### src/rtl/pcrel_pkg.sv
package pcrel_pkg;

    localparam int FIELD_W = 21;

    // prefix values the decode depends on
    localparam logic [4:0] PFX5_UPPER   = 5'b11110;
    localparam logic [4:0] PFX5_UPPER_A = 5'b11111;
    localparam logic [2:0] PFX3_DWORD   = 3'b110;
    localparam logic [1:0] PFX2_ADD     = 2'b00;
    localparam logic [1:0] PFX2_WORD_S  = 2'b01;
    localparam logic [1:0] PFX2_WORD_U  = 2'b10;

    typedef enum logic [2:0] {
        OP_BAD    = 3'd0,
        OP_ADD    = 3'd1,
        OP_UPPER  = 3'd2,
        OP_UPPERA = 3'd3,
        OP_LDW_S  = 3'd4,
        OP_LDW_U  = 3'd5,
        OP_LDD    = 3'd6
    } pc_op_e;

    function automatic logic op_is_load(pc_op_e op);
        return (op == OP_LDW_S) || (op == OP_LDW_U) || (op == OP_LDD);
    endfunction

endpackage

### src/rtl/pcrel_decode.sv
module pcrel_decode
    import pcrel_pkg::*;
(
    input  logic [FIELD_W-1:0] field,
    output pc_op_e             op
);
    logic [4:0] p5;
    logic [2:0] p3;
    logic [1:0] p2;

    assign p5 = field[FIELD_W-1 -: 5];
    assign p3 = field[FIELD_W-1 -: 3];
    assign p2 = field[FIELD_W-1 -: 2];

    // longest prefix is examined first, then shorter ones
    always_comb begin
        if (p5 == PFX5_UPPER)        op = OP_UPPER;
        else if (p5 == PFX5_UPPER_A) op = OP_UPPERA;
        else if (p3 == PFX3_DWORD)   op = OP_LDD;
        else if (p2 == PFX2_ADD)     op = OP_ADD;
        else if (p2 == PFX2_WORD_S)  op = OP_LDW_S;
        else if (p2 == PFX2_WORD_U)  op = OP_LDW_U;
        else                         op = OP_BAD;
    end

    // only the 1110x prefixes fall through to illegal
    always_comb begin
        if (op == OP_BAD)
            p_bad_prefix_r8: assert (p5 == 5'b11100 || p5 == 5'b11101);
    end

endmodule

### src/rtl/pcrel_addr_gen.sv
module pcrel_addr_gen
    import pcrel_pkg::*;
#(
    parameter int XLEN = 64
) (
    input  logic [XLEN-1:0]    pc,
    input  logic [FIELD_W-1:0] field,
    input  pc_op_e             op,
    output logic [XLEN-1:0]    value,
    output logic [XLEN-1:0]    addr
);
    localparam int UPPER_SH = 16;
    localparam int WORD_SH  = 2;
    localparam int DWORD_SH = 3;
    localparam int OFF19_W  = 19;
    localparam int OFF18_W  = 18;
    localparam int OFF16_W  = 16;

    logic [XLEN-1:0] sx16, sx19, sx18;
    logic [XLEN-1:0] upper_sum, upper_alg, rel_word, rel_dword, pc_dalign;

    assign sx16 = {{(XLEN-OFF16_W){field[OFF16_W-1]}}, field[OFF16_W-1:0]};
    assign sx19 = {{(XLEN-OFF19_W){field[OFF19_W-1]}}, field[OFF19_W-1:0]};
    assign sx18 = {{(XLEN-OFF18_W){field[OFF18_W-1]}}, field[OFF18_W-1:0]};

    assign upper_sum = pc + (sx16 << UPPER_SH);
    assign upper_alg = {upper_sum[XLEN-1:UPPER_SH], {UPPER_SH{1'b0}}};
    assign rel_word  = pc + (sx19 << WORD_SH);
    assign pc_dalign = {pc[XLEN-1:DWORD_SH], {DWORD_SH{1'b0}}};
    assign rel_dword = pc_dalign + (sx18 << DWORD_SH);

    always_comb begin
        unique case (op)
            OP_UPPER:  value = upper_sum;
            OP_UPPERA: value = upper_alg;
            default:   value = rel_word;
        endcase
        addr = (op == OP_LDD) ? rel_dword : rel_word;
    end

    // the doubleword address is naturally aligned
    always_comb begin
        if (op == OP_LDD)
            p_dword_align_r7: assert (addr[DWORD_SH-1:0] == '0);
    end

endmodule

### src/rtl/pcrel_load_fmt.sv
module pcrel_load_fmt
    import pcrel_pkg::*;
#(
    parameter int XLEN = 64
) (
    input  pc_op_e          kind,
    input  logic [XLEN-1:0] raw,
    output logic [XLEN-1:0] data
);
    localparam int WORD_W = 32;

    always_comb begin
        unique case (kind)
            OP_LDW_S: data = {{(XLEN-WORD_W){raw[WORD_W-1]}}, raw[WORD_W-1:0]};
            OP_LDW_U: data = {{(XLEN-WORD_W){1'b0}}, raw[WORD_W-1:0]};
            default:  data = raw;
        endcase
    end

    // a zero-extended word carries no upper bits
    always_comb begin
        if (kind == OP_LDW_U)
            p_zext_upper_r6: assert (data[XLEN-1:WORD_W] == '0);
    end

endmodule

### src/rtl/pcrel_unit.sv
module pcrel_unit
    import pcrel_pkg::*;
#(
    parameter int XLEN  = 64,
    parameter int IDX_W = 5
) (
    input  logic               clk,
    input  logic               rst_n,
    input  logic               op_valid,
    input  logic [XLEN-1:0]    op_pc,
    input  logic [FIELD_W-1:0] op_field,
    input  logic [IDX_W-1:0]   op_dst,
    output logic               busy,
    output logic               wr_en,
    output logic [IDX_W-1:0]   wr_idx,
    output logic [XLEN-1:0]    wr_data,
    output logic               illegal,
    output logic               mem_req_valid,
    output logic [XLEN-1:0]    mem_req_addr,
    output logic               mem_req_dword,
    input  logic               mem_rsp_valid,
    input  logic [XLEN-1:0]    mem_rsp_data
);
    typedef struct packed {
        logic             busy;
        pc_op_e           kind;
        logic [IDX_W-1:0] dst;
        logic             wr_en;
        logic [IDX_W-1:0] wr_idx;
        logic [XLEN-1:0]  wr_data;
        logic             illegal;
        logic             req_valid;
        logic [XLEN-1:0]  req_addr;
        logic             req_dword;
    } state_t;

    state_t st_d, st_q;

    pc_op_e          dec_op;
    logic [XLEN-1:0] calc_value;
    logic [XLEN-1:0] calc_addr;
    logic [XLEN-1:0] ld_data;

    pcrel_decode i_decode (
        .field (op_field),
        .op    (dec_op)
    );

    pcrel_addr_gen #(.XLEN(XLEN)) i_addr_gen (
        .pc    (op_pc),
        .field (op_field),
        .op    (dec_op),
        .value (calc_value),
        .addr  (calc_addr)
    );

    pcrel_load_fmt #(.XLEN(XLEN)) i_load_fmt (
        .kind (st_q.kind),
        .raw  (mem_rsp_data),
        .data (ld_data)
    );

    always_comb begin
        st_d           = st_q;
        st_d.wr_en     = 1'b0;
        st_d.illegal   = 1'b0;
        st_d.req_valid = 1'b0;
        if (st_q.busy) begin
            if (mem_rsp_valid) begin
                st_d.busy    = 1'b0;
                st_d.wr_en   = 1'b1;
                st_d.wr_idx  = st_q.dst;
                st_d.wr_data = ld_data;
            end
        end else if (op_valid) begin
            if (dec_op == OP_BAD) begin
                st_d.illegal = 1'b1;
            end else if (op_is_load(dec_op)) begin
                st_d.busy      = 1'b1;
                st_d.kind      = dec_op;
                st_d.dst       = op_dst;
                st_d.req_valid = 1'b1;
                st_d.req_addr  = calc_addr;
                st_d.req_dword = (dec_op == OP_LDD);
            end else begin
                st_d.wr_en   = 1'b1;
                st_d.wr_idx  = op_dst;
                st_d.wr_data = calc_value;
            end
        end
    end

    always_ff @(posedge clk) begin
        if (!rst_n) begin
            st_q <= '0;
        end else begin
            st_q <= st_d;
        end
    end

    assign busy          = st_q.busy;
    assign wr_en         = st_q.wr_en;
    assign wr_idx        = st_q.wr_idx;
    assign wr_data       = st_q.wr_data;
    assign illegal       = st_q.illegal;
    assign mem_req_valid = st_q.req_valid;
    assign mem_req_addr  = st_q.req_addr;
    assign mem_req_dword = st_q.req_dword;

    p_req_single_r9: assert property (@(posedge clk) disable iff (!rst_n)
        mem_req_valid |=> !mem_req_valid);

    p_req_busy_r9: assert property (@(posedge clk) disable iff (!rst_n)
        mem_req_valid |-> busy);

    p_rsp_write_r10: assert property (@(posedge clk) disable iff (!rst_n)
        (busy && mem_rsp_valid) |=> (wr_en && !busy));

    p_illegal_quiet_r8: assert property (@(posedge clk) disable iff (!rst_n)
        illegal |-> (!wr_en && !mem_req_valid && !busy));

    p_idle_no_write_r11: assert property (@(posedge clk) disable iff (!rst_n)
        (!op_valid && !(busy && mem_rsp_valid)) |=> !wr_en);

endmodule

### config.mk
export PLATFORM = sky130hd
export DESIGN_NAME = pcrel_unit
export DESIGN_NICKNAME = d
export VERILOG_FILES = /design/src/rtl/pcrel_pkg.sv /design/src/rtl/pcrel_decode.sv /design/src/rtl/pcrel_addr_gen.sv /design/src/rtl/pcrel_load_fmt.sv /design/src/rtl/pcrel_unit.sv
export SDC_FILE = /design/constraint.sdc
export NUM_CORES = 1
export LEC_CHECK = 0
export BUFFER_PORTS_ARGS = -buffer_cell sky130_fd_sc_hd__clkbuf_2
export CAP_MARGIN = 20
export CORE_MARGIN = 2
export CORE_UTILIZATION = 55
export CTS_CLUSTER_SIZE = 10
export DETAILED_ROUTE_END_ITERATION = 10
export PLACE_DENSITY = 0.78
export SETUP_SLACK_MARGIN = 0.4
export SLEW_MARGIN = 10
export SYNTH_ARGS = -nofsm -noshare
export SYNTH_HDL_FRONTEND = slang
export SYNTH_HIERARCHICAL = 1
export SYNTH_SLANG_ARGS = --single-unit
export TNS_END_PERCENT = 10
### constraint.sdc
create_clock -name clk -period 5.8 [get_ports clk]
set_input_delay 0.58 -clock clk [delete_from_list [all_inputs] [get_ports clk]]
set_output_delay 0.58 -clock clk [all_outputs]
set_load 0.02 [all_outputs]
# Yosys cells after proc, flatten, opt, wreduce, memory -nomap -nowiden
# Cells that the tools add are included.
# totals
reg_bits,146
latchBits,0
mem_bits_rw,0
rom_bits,0
input_bits,158
output_inout_bits,138
elab_cells,61
mem_count,0
# classes
n_addsub,3
n_mul,0
div_mod_pow,0
n_lt_le_gt_ge,0
eq_ne,15
n_shift,0
n_mux,20
bitwise,4
reduce_logical,9
# op_table
operator,count
64-bit case mux with 2 select lines,2
70-bit 2-to-1 mux,3
64-bit adder,3
146-bit 2-to-1 mux,1
66-bit 2-to-1 mux,2
79-bit 2-to-1 mux,1
64-bit 2-to-1 mux,1
3-bit equality test (second input constant),6
3-bit 2-to-1 mux,6
5-bit equality test (second input constant),2
9-bit 2-to-1 mux,1
4-bit AND reduction,2
3-bit by 2-bit equality test with 1-bit output (second input constant),2
2-bit inequality test (second input constant),3
1-bit inverter,4
4-bit OR reduction,1
3-bit zero test,1
1-bit 2-to-1 mux,3
3-bit OR reduction,1
2-bit by 1-bit equality test with 1-bit output (second input constant),1
2-bit equality test (second input constant),1
2-bit zero test,1
1-bit logical OR,2
2-bit nonzero test,1

# Depth between registers and ports, before layout
# Gate-level depths: netlist of run 1.
# logic_depth
ltp_word,14
depth_mapped,14
depth_no_buf,14

# By module
# Netlist of run 1, hierarchy kept.
# by_module_without_submodules
mod,instances,cells_per_inst,area_each_um2,seq_area_each_um2
pcrel_addr_gen,1,1719,11185.7,0.0
pcrel_unit,1,715,6712.7,2922.8
pcrel_load_fmt,1,104,738.2,0.0
pcrel_decode,1,14,100.1,0.0

# Worst setup path after synthesis of run 1
# No wires, ideal clock.
# synth_timing
path_type,input to register
startpoint,in op_field[0]
endpoint,"reg st_q, in the netlist mem_req_addr[59]"
setup_ns,0.076
arrival_ns,3.452
required_time_ns,5.724
path_slack_ns,2.272
stages,14
n_path_buf,0
path_cell_list,ha_1 fa_1 a211oi_2 o21ai_2 o311a_1 or3_4 a211oi_2 o31a_2 o2111ai_2 a31o_2 xnor2_1 o21ai_0 nand3_1 a21boi_0
# synth_between
elab_chain_cells,2
word_cells_on_any_way,3
classes_between,add/sub (2); mux (1)
# synth_lines
element,line,source
start: declaration,pcrel_unit.sv:11,"input logic [FIELD_W-1:0] op_field,"
"64-bit adder, on equally long branches","pcrel_addr_gen.sv:28, pcrel_addr_gen.sv:30",
64-bit 2-to-1 mux *,pcrel_addr_gen.sv:38,addr = (op == OP_LDD) ? rel_dword : rel_word;
named net calc_addr[59],pcrel_unit.sv:41,logic [XLEN-1:0] calc_addr;
end signal: assignment,pcrel_unit.sv:97,st_q <= st_d;
end: declaration,pcrel_unit.sv:37,"state_t st_d, st_q;"
# Mark *: on every way through the listed nets, which the timed path passes. The rest lies on a longest branch.
# A chain may end at the register's enable or synchronous reset.

# Final worst setup path of run 1
# layout_timing
startpoint,in op_field[0]
endpoint,"reg st_q, in the netlist wr_data[60]"
# layout_between
elab_chain_cells,6
word_cells_on_any_way,7
classes_between,add/sub (2); mux (5)
# layout_lines
element,line,source
"64-bit adder, on equally long branches","pcrel_addr_gen.sv:28, pcrel_addr_gen.sv:26",
64-bit case mux with 2 select lines *,pcrel_addr_gen.sv:33,unique case (op)
named net calc_value[60],pcrel_unit.sv:40,logic [XLEN-1:0] calc_value;
70-bit 2-to-1 mux *,pcrel_unit.sv:78,end else if (op_is_load(dec_op)) begin
79-bit 2-to-1 mux *,pcrel_unit.sv:76,if (dec_op == OP_BAD) begin
146-bit 2-to-1 mux *,pcrel_unit.sv:75,end else if (op_valid) begin
70-bit 2-to-1 mux *,pcrel_unit.sv:68,if (st_q.busy) begin
# Mark *: on every way through the listed nets, which the timed path passes. The rest lies on a longest branch. The select of a mux whose other input is x is not followed.

==> impl_metrics.prom, run 1 <==
# TYPE chip_impl_metric gauge
chip_impl_info{name="status",value="completed"} 1
chip_impl_metric{name="floorplan.core_area",unit="µm²"} 33500
chip_impl_metric{name="slew_headroom",unit=""} 0.282
chip_impl_metric{name="cts_buffers",unit=""} 17
chip_impl_metric{name="hold_viol_final",unit=""} 0
chip_impl_metric{name="overall_die_width",unit="µm"} 189
chip_impl_metric{name="die_span_in_y",unit="µm"} 189
chip_impl_metric{name="critPathRequiredTime",unit="ns"} 6.15
chip_impl_info{name="crit_path_start_kind",value="input pin"} 1
chip_impl_metric{name="min_cycle_time_layout",unit="ns"} 4.47
chip_impl_metric{name="post_cts.resized_instances",unit=""} 0
chip_impl_info{name="hold_class",value="in2reg"} 1
chip_impl_info{name="synth_top_flop_cell",value="dfxtp_1"} 1
chip_impl_metric{name="r2r_cell_count",unit=""} 4
chip_impl_metric{name="synth-warning-count",unit=""} 6
chip_impl_metric{name="h-tree-depth",unit=""} 4
chip_impl_metric{name="powerDensity",unit="nW/µm²"} 231
chip_impl_metric{name="io_pins",unit=""} 296
chip_impl_metric{name="slowest_delay",unit="ns"} 0.59
chip_impl_info{name="worstSetupPathType",value="in2reg"} 1
chip_impl_metric{name="flip_flop_and_latch_count_after_synthesis",unit=""} 146
chip_impl_metric{name="ff2ff_setup_slack",unit="ns"} 3.34
chip_impl_metric{name="whs",unit="ns"} 0.369
chip_impl_metric{name="power_frac_comb",unit=""} 0.494
chip_impl_metric{name="globalRoute.totalOverflow",unit=""} 0
chip_impl_metric{name="number_of_pins_exceeding_their_max_slew_limit_in_the_final_report",unit=""} 0
chip_impl_info{name="critical_path.cell_chain",value="clkbuf_2 > ha_1 > fa_1 > a211oi_1 > o21ai_0 > a211oi_1 > o211ai_1 > nand2_1 > o21ai_1 > a221oi_1 > o31ai_1 > xnor2_1 > mux2i_1 > a221o_1"} 1
chip_impl_info{name="crit_path_top_delay_cell",value="a211oi_1"} 1
chip_impl_metric{name="swShare",unit=""} 0.463
chip_impl_metric{name="count_of_unresolved_drc_violations_after_routing",unit=""} 0
chip_impl_info{name="rsz0062_at_grt",value="no"} 1
chip_impl_metric{name="timing.final.ws_setup",unit="ns"} 1.33
chip_impl_metric{name="synth_edf_count",unit=""} 0
chip_impl_info{name="cts_tree",value="done"} 1
chip_impl_metric{name="crit_path_max_fanout",unit=""} 3
chip_impl_info{name="worstReg2RegStart",value="busy"} 1
chip_impl_metric{name="syn_nets",unit=""} 2883
chip_impl_metric{name="finalSetupViolCount",unit=""} 0
chip_impl_metric{name="summed_instance_area_of_the_synthesized_netlist",unit="µm²"} 18700
chip_impl_info{name="clk_root_buffer_cell",value="clkbuf_16"} 1
chip_impl_info{name="crit_path_frequent_cell",value="a211oi_1"} 1
chip_impl_metric{name="clock_insertion_delay_worst_skew",unit="ns"} 0.45
chip_impl_metric{name="grt_start_max_net_pins",unit=""} 80
chip_impl_metric{name="grt_use_total",unit=""} 0.395
chip_impl_metric{name="drt_iter0_markers",unit=""} 2313
chip_impl_metric{name="port-buffer-count",unit=""} 295
chip_impl_metric{name="final_wl",unit="µm"} 72700
chip_impl_metric{name="std_cell_rows",unit=""} 67
chip_impl_metric{name="async_reset_ff_frac",unit=""} 0
chip_impl_metric{name="synth_simple_gate_area_share",unit=""} 0.189
chip_impl_metric{name="cts_num_sinks",unit=""} 146
chip_impl_metric{name="post_synth_inst_count",unit=""} 2552
chip_impl_metric{name="route.detailed.vias_per_inst",unit=""} 6.61
chip_impl_metric{name="vias",unit=""} 20031
chip_impl_metric{name="postSynthAreaPerCell",unit="µm²"} 7.34
chip_impl_metric{name="num-nets-final",unit=""} 2900
chip_impl_info{name="worst_hold_path.endpoint",value="wr_idx[4]"} 1
chip_impl_metric{name="place.gp.congestion",unit=""} 1.03
chip_impl_metric{name="first_global_vias",unit=""} 18221
chip_impl_metric{name="start_util",unit=""} 0.559
chip_impl_metric{name="route.antenna.remaining_nets",unit=""} 0
chip_impl_metric{name="timing.final.crit_share",unit=""} 0.770
chip_impl_metric{name="worst_hold_path_cell_count",unit=""} 2
chip_impl_metric{name="vdd_drop_max",unit="mV"} 0.222
chip_impl_metric{name="layout-area-overhead-vs-synth",unit="%"} 5.44
chip_impl_metric{name="wire_per_inst",unit="µm"} 24.0
chip_impl_info{name="worst_setup_path_end_kind",value="register"} 1
chip_impl_metric{name="layout-drive-gt1-share",unit=""} 0.169
chip_impl_metric{name="antenna_cells",unit=""} 0
chip_impl_metric{name="clk_pin_slew",unit="ns"} 0.08
chip_impl_metric{name="fin_area",unit="µm²"} 19800
chip_impl_metric{name="cts_hold_buf",unit=""} 0
chip_impl_metric{name="seq_power_share",unit=""} 0.254
chip_impl_metric{name="dpl_cell_area",unit="µm²"} 19100
chip_impl_metric{name="synth_compound_gate_area_share",unit=""} 0.339
chip_impl_metric{name="p_leak",unit="nW"} 8.99
chip_impl_metric{name="synth_xor_area_frac",unit=""} 0.0720
chip_impl_metric{name="drt-pass1-iter-count",unit=""} 6
chip_impl_info{name="dominant_combinational_cell_family_by_area_after_synthesis",value="compound AO/OA/AOI/OAI gates"} 1
chip_impl_metric{name="internal-power",unit="W"} 0.00245
chip_impl_metric{name="antenna_found_initial",unit=""} 2
chip_impl_metric{name="clk_path_buf_depth",unit=""} 2
chip_impl_metric{name="finalPower",unit="W"} 0.00457
chip_impl_metric{name="maxCapViolCount",unit=""} 0
chip_impl_metric{name="clkPwrFrac",unit=""} 0.252
chip_impl_metric{name="fmax",unit="MHz"} 224
chip_impl_metric{name="dp_slack",unit="ns"} 1.08
chip_impl_metric{name="layout.filler_cells",unit=""} 3202
chip_impl_metric{name="dp_hpwl",unit="µm"} 57600
chip_impl_metric{name="post_synth_mux_area_share",unit=""} 0.00735
chip_impl_metric{name="synth-adder-area-share",unit=""} 0.117
chip_impl_metric{name="part_of_the_yosys_area_used_for_sequential_elements",unit=""} 0.156
chip_impl_info{name="worstReg2RegEnd",value="wr_data[43]"} 1
chip_impl_metric{name="cts_setup_buffers",unit=""} 0
chip_impl_metric{name="p_switching",unit="W"} 0.00211
chip_impl_metric{name="timing.critical_path.arrival",unit="ns"} 4.81
chip_impl_info{name="timing.hold.worst.start",value="op_dst[4]"} 1
chip_impl_metric{name="worstMarginPinSlew",unit="ns"} 1.06
chip_impl_metric{name="synth.lib_cells_used.distinct",unit=""} 96
chip_impl_metric{name="design.die.area",unit="µm²"} 35600
chip_impl_metric{name="final.setup.tns",unit="ns"} 0
chip_impl_metric{name="clock_skew",unit="ns"} 0.00728
chip_impl_metric{name="first_pass_grt_wire_length",unit="µm"} 109000
==> cell usage after synthesis (all sizes together), types with 17 or more instances <==
cell    number  area [µm²]
a211oi      22         188
a21boi      77         578
a21o       100         751
a21oi      186         938
a221o       71         711
a31oi       28         196
and2        83         519
and3        17         106
buf        193        1420
clkbuf     127         479
dfxtp      146        2920
ha         170        2130
inv         92         345
nand2      253         952
nand2b      18         113
nand3      104         526
nand3b      17         128
nand4       37         231
nor2        99         372
nor3        27         135
o21ai      296        1600
o21bai      42         315
xnor2       93         815
xor2        61         534
==> cell usage in the layout (no fill, tap or decap), drive strengths merged, types with 6 or more instances in the layout <==
master / instances
a211oi: 22
o2111ai: 9
nor4: 10
clkinv: 6
a221o: 71
nor2: 99
nor2b: 12
a31o: 9
inv: 101
mux2i: 10
clkbuf: 312
nand4: 37
o211ai: 12
or2: 6
nand2b: 18
a21oi: 186
a31oi: 28
and3: 17
o21bai: 42
a21boi: 77
nand3: 104
o21a: 14
o21ai: 296
and4: 8
a21o: 100
dfxtp: 146
xnor2: 93
buf: 23
nand3b: 17
and2: 83
a211o: 7
nor3: 27
xor2: 61
ha: 170
or3: 7
a221oi: 8
nand2: 253
o31ai: 11
==> per-stage QoR <==
| stage | std cells | utilization |
|---|---|---|
| finish | 3030 | 0.589 |
| global route | 3030 | 0.589 |
| CTS | 3027 | 0.588 |
| detailed placement | 2995 | 0.570 |
| global placement | 2993 | 0.568 |
| floorplan | 2552 | - |
==> power groups by stage <==
stage	registers (W)	clock network [W]	logic, W
global route	0.00116	0.00120	0.00241
global placement	0.00117	0	0.00215
detailed placement	0.00118	0	0.00217
floorplan	0.00115	0	0.00158
CTS	0.00116	0.00115	0.00218
finish	0.00116	0.00115	0.00226
==> worst max-delay path by stage <==
| stage | from | endpoint | slack (ns) | cells past startpoint |
|---|---|---|---|---|
| 3_5_place_dp | op_field[0] | wr_data[56] | 1.08 | 14 |
| 2_1_floorplan | op_field[0] | mem_req_addr[59] | 2.27 | 14 |
| 4_1_cts | op_field[0] | wr_data[56] | 1.52 | 14 |
| 3_3_place_gp | op_field[18] | wr_data[60] | 1.07 | 13 |
| 6_report | op_field[0] | wr_data[60] | 1.33 | 14 |
| 5_1_grt | op_field[0] | wr_data[60] | 1.18 | 14 |
==> flip-flops by register name (all words and copies together), names as in the netlist <==
register and count:
busy 1, illegal 1, mem_req_addr 64, mem_req_dword 1, mem_req_valid 1, st_q 8
wr_data 64, wr_en 1, wr_idx 5
==> logic make-up after synthesis <==
logic type | Yosys count
compound gates | 939
xor+xnor | 154
fa+ha+maj | 173
buf+inv | 412
flops | 146
mux | 13
simple gates | 715
==> critical path, delay by kind of cell <==
kind	cells	cell delay (ns)
AOI/OAI and AO/OA	8	2.81
xor gates and xnor gates	1	0.30
adders and majority gates	2	0.71
buffers and inverters	1	0.17
muxes	1	0.12
and+or+nand+nor	1	0.11
==> layer usage <==
metal	global-route usage	share of wire	vias up	wire, µm
met5	0	0.00018	-	13
met4	0.102	0.024	2	1730
met3	0.0723	0.11	147	7810
met2	0.592	0.42	1145	30700
met1	0.580	0.45	9566	32500
li1	-	-	9171	-
==> cell type report <==
| cell class | count | area (µm²) | share of cell area |
|---|---|---|---|
| Tap cell | 448 | 561 | 0.0284 |
| Multi-Input combinational cell | 1994 | 13600 | 0.689 |
| Clock inverter | 15 | 176 | 0.00893 |
| Inverter | 92 | 345 | 0.0175 |
| Clock buffer | 17 | 425 | 0.0215 |
| Timing Repair Buffer | 318 | 1720 | 0.0868 |
| Sequential cell | 146 | 2920 | 0.148 |
Power figures use the tool's default switching activity.
==> run 2, diff against run 1 <==
Clock period 5.8 ns to 4.4 ns, I/O delays scaled along.
==> impl_metrics.prom, run 2 (synthesis results as in run 1) <==
# TYPE chip_impl_metric gauge
chip_impl_info{name="status",value="completed"} 1
chip_impl_metric{name="first_global_vias",unit=""} 18267
chip_impl_metric{name="clock_skew",unit="ns"} 0.00960
chip_impl_metric{name="finalSetupViolCount",unit=""} 0
chip_impl_metric{name="worstMarginPinSlew",unit="ns"} 0.948
chip_impl_info{name="clk_root_buffer_cell",value="clkbuf_16"} 1
chip_impl_metric{name="globalRoute.totalOverflow",unit=""} 0
chip_impl_metric{name="wire_per_inst",unit="µm"} 23.1
chip_impl_metric{name="maxCapViolCount",unit=""} 0
chip_impl_info{name="crit_path_top_delay_cell",value="fa_1"} 1
chip_impl_info{name="worst_setup_path_end_kind",value="register"} 1
chip_impl_metric{name="layout-area-overhead-vs-synth",unit="%"} 6.66
chip_impl_info{name="critical_path.cell_chain",value="clkbuf_2 > ha_1 > fa_1 > a211oi_1 > buf_4 > o21ai_0 > a211oi_1 > buf_4 > o211ai_1 > nand2_1 > o21ai_1 > a221oi_1 > buf_4 > o31ai_1 > xnor2_2 > mux2i_1 > a221o_1"} 1
chip_impl_metric{name="min_cycle_time_layout",unit="ns"} 4.06
chip_impl_metric{name="dp_hpwl",unit="µm"} 56200
chip_impl_metric{name="die_span_in_y",unit="µm"} 189
chip_impl_metric{name="number_of_pins_exceeding_their_max_slew_limit_in_the_final_report",unit=""} 0
chip_impl_metric{name="cts_num_sinks",unit=""} 146
chip_impl_metric{name="grt_use_total",unit=""} 0.383
chip_impl_metric{name="port-buffer-count",unit=""} 295
chip_impl_metric{name="layout-drive-gt1-share",unit=""} 0.180
chip_impl_metric{name="hold_viol_final",unit=""} 0
chip_impl_metric{name="num-nets-final",unit=""} 2934
chip_impl_metric{name="std_cell_rows",unit=""} 67
chip_impl_metric{name="slew_headroom",unit=""} 0.359
chip_impl_metric{name="timing.critical_path.arrival",unit="ns"} 4.39
chip_impl_metric{name="dp_slack",unit="ns"} -0.0257
chip_impl_metric{name="drt_iter0_markers",unit=""} 2504
chip_impl_metric{name="layout.filler_cells",unit=""} 3205
chip_impl_metric{name="first_pass_grt_wire_length",unit="µm"} 106000
chip_impl_info{name="cts_tree",value="done"} 1
chip_impl_metric{name="design.die.area",unit="µm²"} 35600
chip_impl_metric{name="crit_path_max_fanout",unit=""} 3
chip_impl_info{name="rsz0062_at_grt",value="yes"} 1
chip_impl_metric{name="critPathRequiredTime",unit="ns"} 4.73
chip_impl_metric{name="finalPower",unit="W"} 0.00599
chip_impl_info{name="hold_class",value="in2reg"} 1
chip_impl_metric{name="cts_buffers",unit=""} 17
chip_impl_metric{name="grt_start_max_net_pins",unit=""} 72
chip_impl_info{name="crit_path_start_kind",value="input pin"} 1
chip_impl_metric{name="h-tree-depth",unit=""} 4
chip_impl_metric{name="timing.final.crit_share",unit=""} 0.922
chip_impl_metric{name="start_util",unit=""} 0.559
chip_impl_metric{name="final_wl",unit="µm"} 70700
chip_impl_metric{name="cts_setup_buffers",unit=""} 0
chip_impl_metric{name="clock_insertion_delay_worst_skew",unit="ns"} 0.45
chip_impl_metric{name="fmax",unit="MHz"} 246
chip_impl_metric{name="clk_pin_slew",unit="ns"} 0.07
chip_impl_metric{name="timing.final.ws_setup",unit="ns"} 0.343
chip_impl_metric{name="clk_path_buf_depth",unit=""} 2
chip_impl_info{name="layout.cells.most_common_list",value="clkbuf_2 (295), o21ai_0 (257), nand2_1 (252)"} 1
chip_impl_metric{name="antenna_found_initial",unit=""} 1
chip_impl_metric{name="powerDensity",unit="nW/µm²"} 300
chip_impl_metric{name="overall_die_width",unit="µm"} 189
chip_impl_info{name="worstSetupPathType",value="in2reg"} 1
chip_impl_metric{name="slowest_delay",unit="ns"} 0.47
chip_impl_info{name="crit_path_frequent_cell",value="buf_4"} 1
chip_impl_info{name="mostFrequentLayoutCell",value="clkbuf_2"} 1
chip_impl_metric{name="p_leak",unit="nW"} 9.15
chip_impl_metric{name="count_of_unresolved_drc_violations_after_routing",unit=""} 0
chip_impl_metric{name="floorplan.core_area",unit="µm²"} 33500
chip_impl_metric{name="vias",unit=""} 19977
chip_impl_metric{name="route.detailed.vias_per_inst",unit=""} 6.52
chip_impl_metric{name="place.gp.congestion",unit=""} 1.04
chip_impl_metric{name="post_cts.resized_instances",unit=""} 1
chip_impl_metric{name="vdd_drop_max",unit="mV"} 0.286
chip_impl_metric{name="drt-pass1-iter-count",unit=""} 6
chip_impl_metric{name="cts_hold_buf",unit=""} 0
chip_impl_metric{name="io_pins",unit=""} 296
chip_impl_metric{name="route.antenna.remaining_nets",unit=""} 0
[run 2: path summary, 6_finish.rpt]
path	from	depth (start not counted)	slack, ns	to
hold / removal	op_dst[0]	2	0.24	wr_idx[0]
setup / recovery	op_field[0]	17	0.34	wr_data[60]
setup reg to reg	busy	4	2.25	wr_data[28]
hold reg to reg	mem_req_addr[8]	2	0.48	mem_req_addr[8]
[run 2: per-stage QoR]
step / setup TNS (ns) / util / cells / hold slack [ns] / instance area [µm²]
2_1_floorplan: 0 / - / 2552 / 0.452 / 18700
6_report: 0 / 0.596 / 3065 / 0.244 / 20000
3_3_place_gp: -0.00184 / 0.578 / 3031 / 0.463 / 19400
3_5_place_dp: -0.0257 / 0.578 / 3031 / 0.474 / 19400
4_1_cts: 0 / 0.595 / 3063 / 0.233 / 20000
5_1_grt: 0 / 0.596 / 3065 / 0.250 / 20000
[run 2: layout make-up]
| type | count | area, µm² | area share |
|---|---|---|---|
| inverter | 92 | 345 | 0.0173 |
| sequential | 146 | 2920 | 0.146 |
| antenna | 1 | 2.50 | 0.000125 |
| tap | 448 | 561 | 0.0280 |
| clock buffer | 17 | 425 | 0.0213 |
| timing repair buffer | 352 | 1950 | 0.0978 |
| clock inverter | 15 | 149 | 0.00745 |
| multi-input combinational | 1994 | 13600 | 0.682 |
[run 2: metal layers]
| metal | global-route usage | vias to the layer above | wire [µm] |
|---|---|---|---|
| li1 | - | 9229 | - |
| met1 | 0.551 | 9471 | 30800 |
| met2 | 0.561 | 1136 | 29000 |
| met3 | 0.0957 | 141 | 8830 |
| met4 | 0.115 | 0 | 2100 |
| met5 | 0 | - | 0 |
[run 2: critical path: cells and delay by family]
kind            cells  cell delay, ns
compound gates      8            1.89
fa+ha+maj           2            0.78
buf+inv             4            0.70
xor+xnor            1            0.32
mux                 1            0.15
simple gates        1            0.10
[run 2: where the power goes]
part           switching, W  total [W]  internal, W  leakage, nW
Combinational       0.00192    0.00299      0.00107         7.68
Clock              0.000669    0.00147     0.000796        0.277
Sequential        0.0000858    0.00153      0.00144         1.19
